### src/rtl/dfb_pkg.sv
package dfb_pkg;

  typedef enum logic [2:0] {
    ST_IDLE,
    ST_WAIT,
    ST_RD,
    ST_WR,
    ST_FLY
  } dfb_state_t;

  localparam logic [1:0] MODE_P2M = 2'b01;
  localparam logic [1:0] MODE_M2P = 2'b10;

  // operand size code to byte count
  function automatic logic [4:0] size_bytes(input logic [1:0] code);
    case (code)
      2'd0:    return 5'd1;
      2'd1:    return 5'd2;
      2'd2:    return 5'd4;
      default: return 5'd16;
    endcase
  endfunction

endpackage

### src/rtl/dfb_req_latch.sv
module dfb_req_latch (
  input  logic clk,
  input  logic rst,
  input  logic enable,
  input  logic dreq,
  input  logic clear,
  output logic pending
);

  always_ff @(posedge clk) begin
    if (rst || !enable) begin
      pending <= 1'b0;
    end else if (pending) begin
      if (clear) pending <= 1'b0;
    end else if (dreq) begin
      pending <= 1'b1;
    end
  end

endmodule

### src/rtl/dfb_addr_gen.sv
module dfb_addr_gen #(
  parameter int AW = 32,
  parameter int CW = 16
) (
  input  logic          clk,
  input  logic          rst,
  input  logic          load,
  input  logic [AW-1:0] ld_src,
  input  logic [AW-1:0] ld_dst,
  input  logic [CW-1:0] ld_cnt,
  input  logic [4:0]    step,
  input  logic          adv_src,
  input  logic          adv_dst,
  input  logic          dec_cnt,
  output logic [AW-1:0] src_ptr,
  output logic [AW-1:0] dst_ptr,
  output logic [CW-1:0] cnt,
  output logic          last
);

  localparam int PADA = AW - 5;
  localparam int PADC = CW - 5;

  logic [AW-1:0] step_a;
  logic [CW-1:0] step_c;
  logic [CW-1:0] cnt_nxt;

  assign step_a  = {{PADA{1'b0}}, step};
  assign step_c  = {{PADC{1'b0}}, step};
  assign last    = (cnt <= step_c);
  assign cnt_nxt = last ? '0 : cnt - step_c;

  always_ff @(posedge clk) begin
    if (rst) begin
      src_ptr <= '0;
      dst_ptr <= '0;
      cnt     <= '0;
    end else if (load) begin
      src_ptr <= ld_src;
      dst_ptr <= ld_dst;
      cnt     <= ld_cnt;
    end else begin
      if (adv_src) src_ptr <= src_ptr + step_a;
      if (adv_dst) dst_ptr <= dst_ptr + step_a;
      if (dec_cnt) cnt     <= cnt_nxt;
    end
  end

endmodule

### src/rtl/dfb_status.sv
module dfb_status (
  input  logic clk,
  input  logic rst,
  input  logic clear_all,
  input  logic set_done,
  input  logic set_err,
  input  logic clr_done,
  input  logic clr_err,
  input  logic irq_en,
  output logic done,
  output logic err,
  output logic irq
);

  always_ff @(posedge clk) begin
    if (rst) begin
      done <= 1'b0;
      err  <= 1'b0;
    end else begin
      if (set_done)                  done <= 1'b1;
      else if (clear_all || clr_done) done <= 1'b0;
      if (set_err)                   err  <= 1'b1;
      else if (clear_all || clr_err)  err  <= 1'b0;
    end
  end

  assign irq = done & irq_en;

endmodule

### src/rtl/dfb_dma_chan.sv
module dfb_dma_chan
  import dfb_pkg::*;
#(
  parameter int AW  = 32,
  parameter int CW  = 16,
  parameter int FCW = 3,
  parameter int DW  = 128
) (
  input  logic           clk,
  input  logic           rst,
  input  logic           start,
  input  logic [1:0]     cfg_mode,
  input  logic [1:0]     cfg_size,
  input  logic [AW-1:0]  cfg_src,
  input  logic [AW-1:0]  cfg_dst,
  input  logic [CW-1:0]  cfg_count,
  input  logic [FCW-1:0] cfg_src_fc,
  input  logic [FCW-1:0] cfg_dst_fc,
  input  logic           cfg_src_mem,
  input  logic           cfg_dst_mem,
  input  logic           irq_en,
  input  logic           clr_done,
  input  logic           clr_err,
  input  logic           dreq,
  output logic           dack,
  output logic           bus_req,
  output logic           bus_we,
  output logic [AW-1:0]  bus_addr,
  output logic [FCW-1:0] bus_fc,
  output logic [1:0]     bus_size,
  output logic [DW-1:0]  bus_wdata,
  input  logic [DW-1:0]  bus_rdata,
  input  logic           bus_ready,
  input  logic           bus_err,
  output logic           busy,
  output logic           done,
  output logic           err,
  output logic           irq
);

  dfb_state_t     state, state_n;
  logic [1:0]     mode_q, size_q;
  logic [FCW-1:0] sfc_q, dfc_q;
  logic           smem_q, dmem_q;
  logic [DW-1:0]  stage_q;

  logic          pending, last, fly, m2p;
  logic [AW-1:0] src_ptr, dst_ptr;
  logic [CW-1:0] cnt_q;
  logic          load, set_done, set_err, adv_src, adv_dst, dec_cnt, xfer_end, capture;

  assign fly  = (mode_q == MODE_P2M) || (mode_q == MODE_M2P);
  assign m2p  = (mode_q == MODE_M2P);
  assign busy = (state != ST_IDLE);

  always_comb begin
    state_n  = state;
    load     = 1'b0;
    set_done = 1'b0;
    set_err  = 1'b0;
    adv_src  = 1'b0;
    adv_dst  = 1'b0;
    dec_cnt  = 1'b0;
    xfer_end = 1'b0;
    capture  = 1'b0;
    case (state)
      ST_IDLE: begin
        if (start) begin
          load = 1'b1;
          if (cfg_count == '0) set_done = 1'b1;
          else                 state_n  = ST_WAIT;
        end
      end
      ST_WAIT: begin
        if (pending) state_n = fly ? ST_FLY : ST_RD;
      end
      ST_RD: begin
        if (bus_err) begin
          set_err  = 1'b1;
          xfer_end = 1'b1;
          state_n  = ST_IDLE;
        end else if (bus_ready) begin
          capture = 1'b1;
          adv_src = smem_q;
          state_n = ST_WR;
        end
      end
      ST_WR, ST_FLY: begin
        if (bus_err) begin
          set_err  = 1'b1;
          xfer_end = 1'b1;
          state_n  = ST_IDLE;
        end else if (bus_ready) begin
          if (state == ST_WR) begin
            adv_dst = dmem_q;
          end else begin
            adv_src = m2p;
            adv_dst = !m2p;
          end
          dec_cnt  = 1'b1;
          xfer_end = 1'b1;
          if (last) begin
            set_done = 1'b1;
            state_n  = ST_IDLE;
          end else begin
            state_n = ST_WAIT;
          end
        end
      end
      default: state_n = ST_IDLE;
    endcase
  end

  always_ff @(posedge clk) begin
    if (rst) begin
      state   <= ST_IDLE;
      mode_q  <= '0;
      size_q  <= '0;
      sfc_q   <= '0;
      dfc_q   <= '0;
      smem_q  <= 1'b0;
      dmem_q  <= 1'b0;
      stage_q <= '0;
    end else begin
      state <= state_n;
      if (load) begin
        mode_q <= cfg_mode;
        size_q <= cfg_size;
        sfc_q  <= cfg_src_fc;
        dfc_q  <= cfg_dst_fc;
        smem_q <= cfg_src_mem;
        dmem_q <= cfg_dst_mem;
      end
      if (capture) stage_q <= bus_rdata;
    end
  end

  dfb_req_latch u_req (
    .clk     (clk),
    .rst     (rst),
    .enable  (busy),
    .dreq    (dreq),
    .clear   (xfer_end),
    .pending (pending)
  );

  dfb_addr_gen #(.AW(AW), .CW(CW)) u_addr (
    .clk     (clk),
    .rst     (rst),
    .load    (load),
    .ld_src  (cfg_src),
    .ld_dst  (cfg_dst),
    .ld_cnt  (cfg_count),
    .step    (size_bytes(size_q)),
    .adv_src (adv_src),
    .adv_dst (adv_dst),
    .dec_cnt (dec_cnt),
    .src_ptr (src_ptr),
    .dst_ptr (dst_ptr),
    .cnt     (cnt_q),
    .last    (last)
  );

  dfb_status u_stat (
    .clk       (clk),
    .rst       (rst),
    .clear_all (load),
    .set_done  (set_done),
    .set_err   (set_err),
    .clr_done  (clr_done),
    .clr_err   (clr_err),
    .irq_en    (irq_en),
    .done      (done),
    .err       (err),
    .irq       (irq)
  );

  assign bus_req   = (state == ST_RD) || (state == ST_WR) || (state == ST_FLY);
  assign bus_we    = (state == ST_WR) || ((state == ST_FLY) && !m2p);
  assign bus_addr  = ((state == ST_RD) || ((state == ST_FLY) && m2p)) ? src_ptr : dst_ptr;
  assign bus_fc    = ((state == ST_RD) || ((state == ST_FLY) && m2p)) ? sfc_q : dfc_q;
  assign bus_size  = size_q;
  assign bus_wdata = stage_q;
  assign dack      = ((state == ST_RD) && !smem_q) || ((state == ST_WR) && !dmem_q) ||
                     (state == ST_FLY);

endmodule

### config.mk
export PLATFORM = sky130hd
export DESIGN_NAME = dfb_dma_chan
export DESIGN_NICKNAME = d
export VERILOG_FILES = /design/src/rtl/dfb_pkg.sv /design/src/rtl/dfb_req_latch.sv /design/src/rtl/dfb_addr_gen.sv /design/src/rtl/dfb_status.sv /design/src/rtl/dfb_dma_chan.sv
export SDC_FILE = /design/constraint.sdc
export NUM_CORES = 1
export LEC_CHECK = 0
export ABC_AREA = 1
export BUFFER_PORTS_ARGS = -buffer_cell sky130_fd_sc_hd__buf_2
export CORE_MARGIN = 4
export CORE_UTILIZATION = 55
export DETAILED_ROUTE_END_ITERATION = 8
export GPL_TIMING_DRIVEN = 0
export PLACE_DENSITY = 0.95
export SETUP_SLACK_MARGIN = 0.05
export SLEW_MARGIN = 40
export SYNTH_ARGS = -nofsm -noshare
export SYNTH_HDL_FRONTEND = slang
export SYNTH_SLANG_ARGS = --single-unit
### constraint.sdc
create_clock -name clk -period 4.3 [get_ports clk]
set_input_delay 1.29 -clock clk [delete_from_list [all_inputs] [get_ports clk]]
set_output_delay 1.29 -clock clk [all_outputs]
set_load 0.05 [all_outputs]
Word-level counts from Yosys, hierarchy flattened. Index checks and enable logic that the tools add are counted.

Mux-type cells: 53. Magnitude comparators: 1. Reduce and logical (&&, ||, !) cells: 30. $add $sub $neg: 3. Bitwise logic cells: 1. Eq/ne operators: 13.

Operator list (number): two-way mux 32 bit (5); adder 32 x 5 -> 32 bit (2); two-way mux 16 bit (3); two-way mux 1 bit (31); two-way mux 3 bit (9); less-or-equal comparator 16 x 5 -> 1 bit (1); logical NOT 16 bit (1); subtractor 16 x 5 -> 16 bit (1); case mux 5 bit (3 select lines) (1); case mux 3 bit (4 select lines) (1); logical OR 1 bit (10); nonzero test 2 bit (5); == test 3 x 2 -> 1 bit (second input constant) (2); inequality test 3 bit (second input constant) (2); case mux 1 bit (2 select lines) (3); AND reduction 5 bit (1); == test 2 x 1 -> 1 bit (second input constant) (2); == test 2 bit (second input constant) (2); logical AND 1 bit (4); logical NOT 1 bit (4); inequality test 2 bit (second input constant) (2); == test 3 x 1 -> 1 bit (second input constant) (1); == test 3 bit (second input constant) (1); logical NOT 3 bit (1); 6 further kinds (6).

Word-level logic and storage cells: 115. Register bits after elaboration: 226. Bits of input ports: 229. Output and inout port bits: 172.

Longest topological paths before layout.
Depth in word-level cells: 8. Mapped depth: 15. Mapped depth without buffers: 15.

Modules after synthesis. Synthesis repeated with hierarchy kept, for this count alone.

Cell total of the unflattened synthesis: 1727. Area, all modules: 11917.7 µm².

Modules (own cells, without submodules): dfb_addr_gen (cells each 976, instances 1, seq. area each 1601.5 µm², area an instance 6090.8 µm²); dfb_dma_chan (cells each 732, instances 1, seq. area each 2862.7 µm², area an instance 5686.7 µm²); dfb_status (cells each 13, instances 1, seq. area each 40.0 µm², area an instance 100.1 µm²); dfb_req_latch (cells each 6, instances 1, seq. area each 20.0 µm², area an instance 40.0 µm²).

Worst setup path before layout. No wires, ideal clock.

Path kind: register to output. From: register state[1]. To: output port bus_fc[2]. Cell stages (with the launch flop): 7. Arrival: 2115 ps. Buffers on the path: 2. Data required time: 3010 ps. Setup slack: 895 ps. Cell sequence: dfxtp_1 > inv_2 > nand3_2 > o21ai_1 > buf_2 > buf_2 > o21ai_0.

Word-level cells in the longest chain between the ends: 4. Elaborated cells on any way between the ends: 5. Those cells by class: eq/ne (2); mux (1); reduce/logical (2).

RTL lines: start, declared (RTL line dfb_dma_chan.sv:41) `dfb_state_t state, state_n;`; start signal, assigned (RTL line dfb_dma_chan.sv:125) `state <= state_n;`; == test 3 bit (RTL line dfb_dma_chan.sv:181) `assign bus_fc = ((state == ST_RD) || ((state == ST_FLY) && m2p)) ? sfc_q : dfc_q;`; logical AND 1 bit (RTL line dfb_dma_chan.sv:181); logical OR 1 bit * (RTL line dfb_dma_chan.sv:181); two-way mux 3 bit * (RTL line dfb_dma_chan.sv:181); end, declared (RTL line dfb_dma_chan.sv:29) `output logic [FCW-1:0] bus_fc,`.

Every way passes the cells marked *; elsewhere a longest branch is shown, timed or not.

Worst setup path in the final report.
From: register state[1]. To: output port bus_addr[10].

Word-level cells in the longest chain between the ends: 4. Elaborated cells on any way between the ends: 5. Those cells by class: eq/ne (2); mux (1); reduce/logical (2).

RTL lines: == test 3 bit (RTL line dfb_dma_chan.sv:180) `assign bus_addr = ((state == ST_RD) || ((state == ST_FLY) && m2p)) ? src_ptr : dst_ptr;`; logical AND 1 bit (RTL line dfb_dma_chan.sv:180); logical OR 1 bit * (RTL line dfb_dma_chan.sv:180); two-way mux 32 bit * (RTL line dfb_dma_chan.sv:180); end, declared (RTL line dfb_dma_chan.sv:28) `output logic [AW-1:0] bus_addr,`.

Marks and branches as above.

==> impl_results.rst <==
.. list-table::
   :header-rows: 1

   * - Metric
     - Value
   * - Status
     - complete, but fails checks
   * - Reg power frac
     - a little under a third
   * - Post-CTS Hold Fix Bufs
     - 0
   * - Critical Path Source Type
     - flop
   * - Mean post-synth cell area
     - roughly 6.4 um^2
   * - Busiest metal layer after global routing
     - met2
   * - Switching share of power
     - 46.1%
   * - Post-route cell area
     - about 0.015 mm^2
   * - Clock tree from TritonCTS
     - done
   * - Antenna violations before repair
     - 4
   * - Met2 demand-to-capacity share in global routing
     - 65.2%
   * - Final worst clock skew
     - ~0.0081 ns
   * - Via density per instance
     - 5.76
   * - End-of-flow core utilization
     - 71.8%
   * - Crit Path Max Fanout
     - 10
   * - Critical path startpoint
     - state[1]
   * - Fraction of met1 tracks used by global routing
     - about half
   * - Failing checks
     - DRC
   * - Total global routing overflow
     - 0
   * - Total negative setup slack
     - 0 ns
   * - Number of distinct library cell variants in the gate-level netlist after synthesis
     - 37
   * - Floorplan die width
     - 156 um
   * - Setup repair after global routing missed its margin
     - no
   * - Vias
     - 15016
   * - Core Region
     - 0.0213 mm^2
   * - Worst Max-Slew Pin Slew
     - between 0.8 and 0.9 ns
   * - Synth-to-Final Area Change
     - 26.9%
   * - Number of nets with antenna violations after detailed routing
     - 0
   * - Cell type with the highest aggregate area in the netlist
     - sky130_fd_sc_hd__dfxtp_1
   * - Area after detailed placement
     - 0.0144 mm^2
   * - Height of the chip
     - 156 um
   * - Gr usage total
     - 41.3%
   * - Post-cts repair resize count
     - 0
   * - Top cells by count, synth
     - sky130_fd_sc_hd__nor2_1, sky130_fd_sc_hd__nand2_1, sky130_fd_sc_hd__dfxtp_1
   * - Warning count from the yosys run
     - 0
   * - Number of enable-type register cells in the synthesized netlist
     - 0
   * - Area enclosed by the die boundary
     - 0.0243 mm^2
   * - Post-route clock period utilization
     - 95.9%
   * - Most common flop cell mapped by yosys
     - sky130_fd_sc_hd__dfxtp_1
   * - Post-Synthesis Cells
     - 1885
   * - Post-layout min period
     - between 4 and 5 ns
   * - Hpwl dp
     - 40.2 mm
   * - Synth area leaders
     - sky130_fd_sc_hd__dfxtp_1, sky130_fd_sc_hd__nor2_1, sky130_fd_sc_hd__nand2_1
   * - Maximum number of pins on one net before global-route repair
     - 14
   * - WL final
     - between 50 and 60 mm
   * - Peak clock frequency supported by timing
     - about 240 MHz
   * - Post-DR wirelength/cell
     - 20.2 um
   * - Starting utilization of the core area
     - 56.5%
   * - Gp weighted congestion
     - 1.02
   * - R2r endpoint
     - u_addr.src_ptr[16]
   * - Global-route wire length before repair
     - 78.9 mm
   * - Fraction of power consumed by combinational cells
     - 44.5%
   * - Worst setup endpoint
     - bus_addr[10]
   * - Pwr per Cell Area
     - 609 mW/mm^2
   * - Kind of end point of the critical path
     - primary output
   * - Leakage Power
     - 7.65 nW
   * - Synthesized cell area
     - 0.0120 mm^2
   * - R2r setup slk
     - 1.34 ns
   * - Detailed-routing iteration count for the pre-antenna-repair pass
     - 9
   * - Max cap viols
     - 0
   * - Number of inserted filler cells in the final layout
     - 1829
   * - Final Max Tran Viols
     - 0
   * - Nets
     - 2556
   * - H-tree depth reported by CTS
     - 1
   * - WP data arrival
     - 2.83 ns
   * - Slew margin rel.
     - 41.6%
   * - Final Power
     - 0.00931 W
   * - Count leader, synth
     - sky130_fd_sc_hd__nor2_1
   * - Setup Viol. Count Final
     - 0
   * - Yosys top cell area share
     - 37.6%
   * - Clock Sink Count
     - roughly 230
   * - Required time at the endpoint of the critical path
     - 3.01 ns
   * - Total CTS buffers
     - 25
   * - Post-CTS setup-driven buffer insertion count
     - 0
   * - Proportion of layout cells with a drive suffix above 1
     - roughly a quarter
   * - Worst VDD drop
     - 0.399 mV
   * - Floorplan row count
     - 53
   * - #FFs+latches synth
     - 226
   * - Kind of critical path
     - reg -> out
   * - FF-to-FF Start
     - bus_size[0]
   * - Final hold violation count
     - 0
   * - Number of buffers inserted by port buffering
     - 399
   * - Top Ports
     - 401
   * - Post-CTS clock slew at the launch and capture registers of the worst setup and hold paths
     - about 0.06 ns
   * - P_int
     - 0.00502 W
   * - Number of design-rule violations left by the first detailed-router iteration
     - approximately 1700
   * - Sequential share of the synthesized area
     - 37.6%
   * - Clock tree buffer depth
     - 3
   * - Met3 GRT Util
     - a little under an eighth
   * - Reg2Reg Depth
     - 12
   * - Async SR Flop Fraction
     - 0%
   * - Vias in the first global route
     - 14409
   * - Share of total power in the clock network
     - 25.4%
   * - Clock tree root buffer cell
     - sky130_fd_sc_hd__clkbuf_16
   * - Classification of the worst-slack hold path
     - reg -> reg
   * - Clock latency at the later pin of the worst-skew pair
     - 0.55 ns
   * - Sw Pwr
     - 0.00429 W
   * - Number of nets produced by synthesis
     - 2130
   * - Drc violations
     - 2
## registers in the layout (all words and copies together) (netlist names)
| register | cells |
|---|---|
| bus_size | 2 |
| bus_wdata | 128 |
| dfc_q | 3 |
| dmem_q | 1 |
| mode_q | 2 |
| sfc_q | 3 |
| smem_q | 1 |
| state | 3 |
| u_addr.cnt | 16 |
| u_addr.dst_ptr | 32 |
| u_addr.src_ptr | 32 |
| u_req.pending | 1 |
| u_stat.done | 1 |
| u_stat.err | 1 |
## per-stage QoR
step                hold WS [ns]  instances  setup slack [ns]
detailed placement         0.440       2559             0.839
global route               0.477       2607            0.0722
global placement           0.438       2559             0.905
finish                     0.452       2608             0.175
CTS                        0.449       2604             0.254
floorplan                  0.425       1885             0.895
## worst min-delay path by stage
stage,start,endpoint,slack [ns],cells after the start
finish,dfc_q[1],dfc_q[1],0.45,2
detailed placement,dfc_q[1],dfc_q[1],0.44,2
CTS,dfc_q[1],dfc_q[1],0.45,2
global route,dfc_q[1],dfc_q[1],0.48,2
floorplan,dfc_q[0],dfc_q[0],0.42,2
global placement,dfc_q[1],dfc_q[1],0.44,2
## cell type report
class | instances | area, um^2 | share of cell area (%)
multi-input cells | 1405 | 6420 | 42.0
flip-flops and latches | 226 | 4520 | 29.6
repair buffers | 399 | 2000 | 13.1
clock buffers | 34 | 719 | 4.71
inverters | 161 | 607 | 3.97
plain buffers | 93 | 480 | 3.14
well taps | 275 | 344 | 2.25
clock inverters | 11 | 173 | 1.13
diodes | 4 | 10.0 | 0.0655
## power groups by stage
stage	Combinational, W	Clock (W)	Sequential, W
global placement	0.00393	0	0.00282
CTS	0.00405	0.00234	0.00279
finish	0.00414	0.00236	0.00281
global route	0.00446	0.00244	0.00284
floorplan	0.00264	0	0.00296
detailed placement	0.00401	0	0.00282
## worst max-delay path, stage by stage (launching register included)
cell and delay [ns]:
sky130_fd_sc_hd__dfxtp_1 0.39, sky130_fd_sc_hd__inv_2 0.11, sky130_fd_sc_hd__nand3_2 0.10, sky130_fd_sc_hd__o21ai_1 0.38, sky130_fd_sc_hd__buf_2 0.32, sky130_fd_sc_hd__buf_2 0.27, sky130_fd_sc_hd__nand2_1 0.08, sky130_fd_sc_hd__o21ai_0 0.25
sky130_fd_sc_hd__buf_2 0.38
## cell families (layout without fill, tap and decap cells)
family                   count (synthesis)  count (layout)  synth area share, %
adder cells (fa/ha/maj)                 16              16                 1.85
AO/OA/AOI/OAI                          329             329                 14.2
multiplexers                             4               4                0.374
XOR/XNOR                                13              13                0.946
AND/OR/NAND/NOR                       1043            1043                 36.0
flip-flops                             226             226                 37.6
other                                    0               4                    0
buffers and inverters                  254             698                 9.04
## routing by layer
metal,part of all wire [%],up-vias
met1,35,6820
met5,0.023,-
met4,7.6,2
met2,44,1040
met3,13,226
li1,-,6928
## cells in the final DEF (no fill, tap or decap), types with 11 or more instances in the layout
cell type                     n
sky130_fd_sc_hd__clkbuf_16   25
sky130_fd_sc_hd__dfxtp_1    226
sky130_fd_sc_hd__o21ai_1     11
sky130_fd_sc_hd__nand2_1    403
sky130_fd_sc_hd__o22ai_1     11
sky130_fd_sc_hd__inv_1      154
sky130_fd_sc_hd__nor2_1     439
sky130_fd_sc_hd__o21ai_0    201
sky130_fd_sc_hd__a31oi_1     11
sky130_fd_sc_hd__a21oi_1     80
sky130_fd_sc_hd__nand4_1     25
sky130_fd_sc_hd__buf_2      450
sky130_fd_sc_hd__xor2_1      11
sky130_fd_sc_hd__clkbuf_1    31
sky130_fd_sc_hd__ha_1        13
sky130_fd_sc_hd__nand3_1    130
sky130_fd_sc_hd__nand3b_1    12
(Power assumes the default switching activity.)
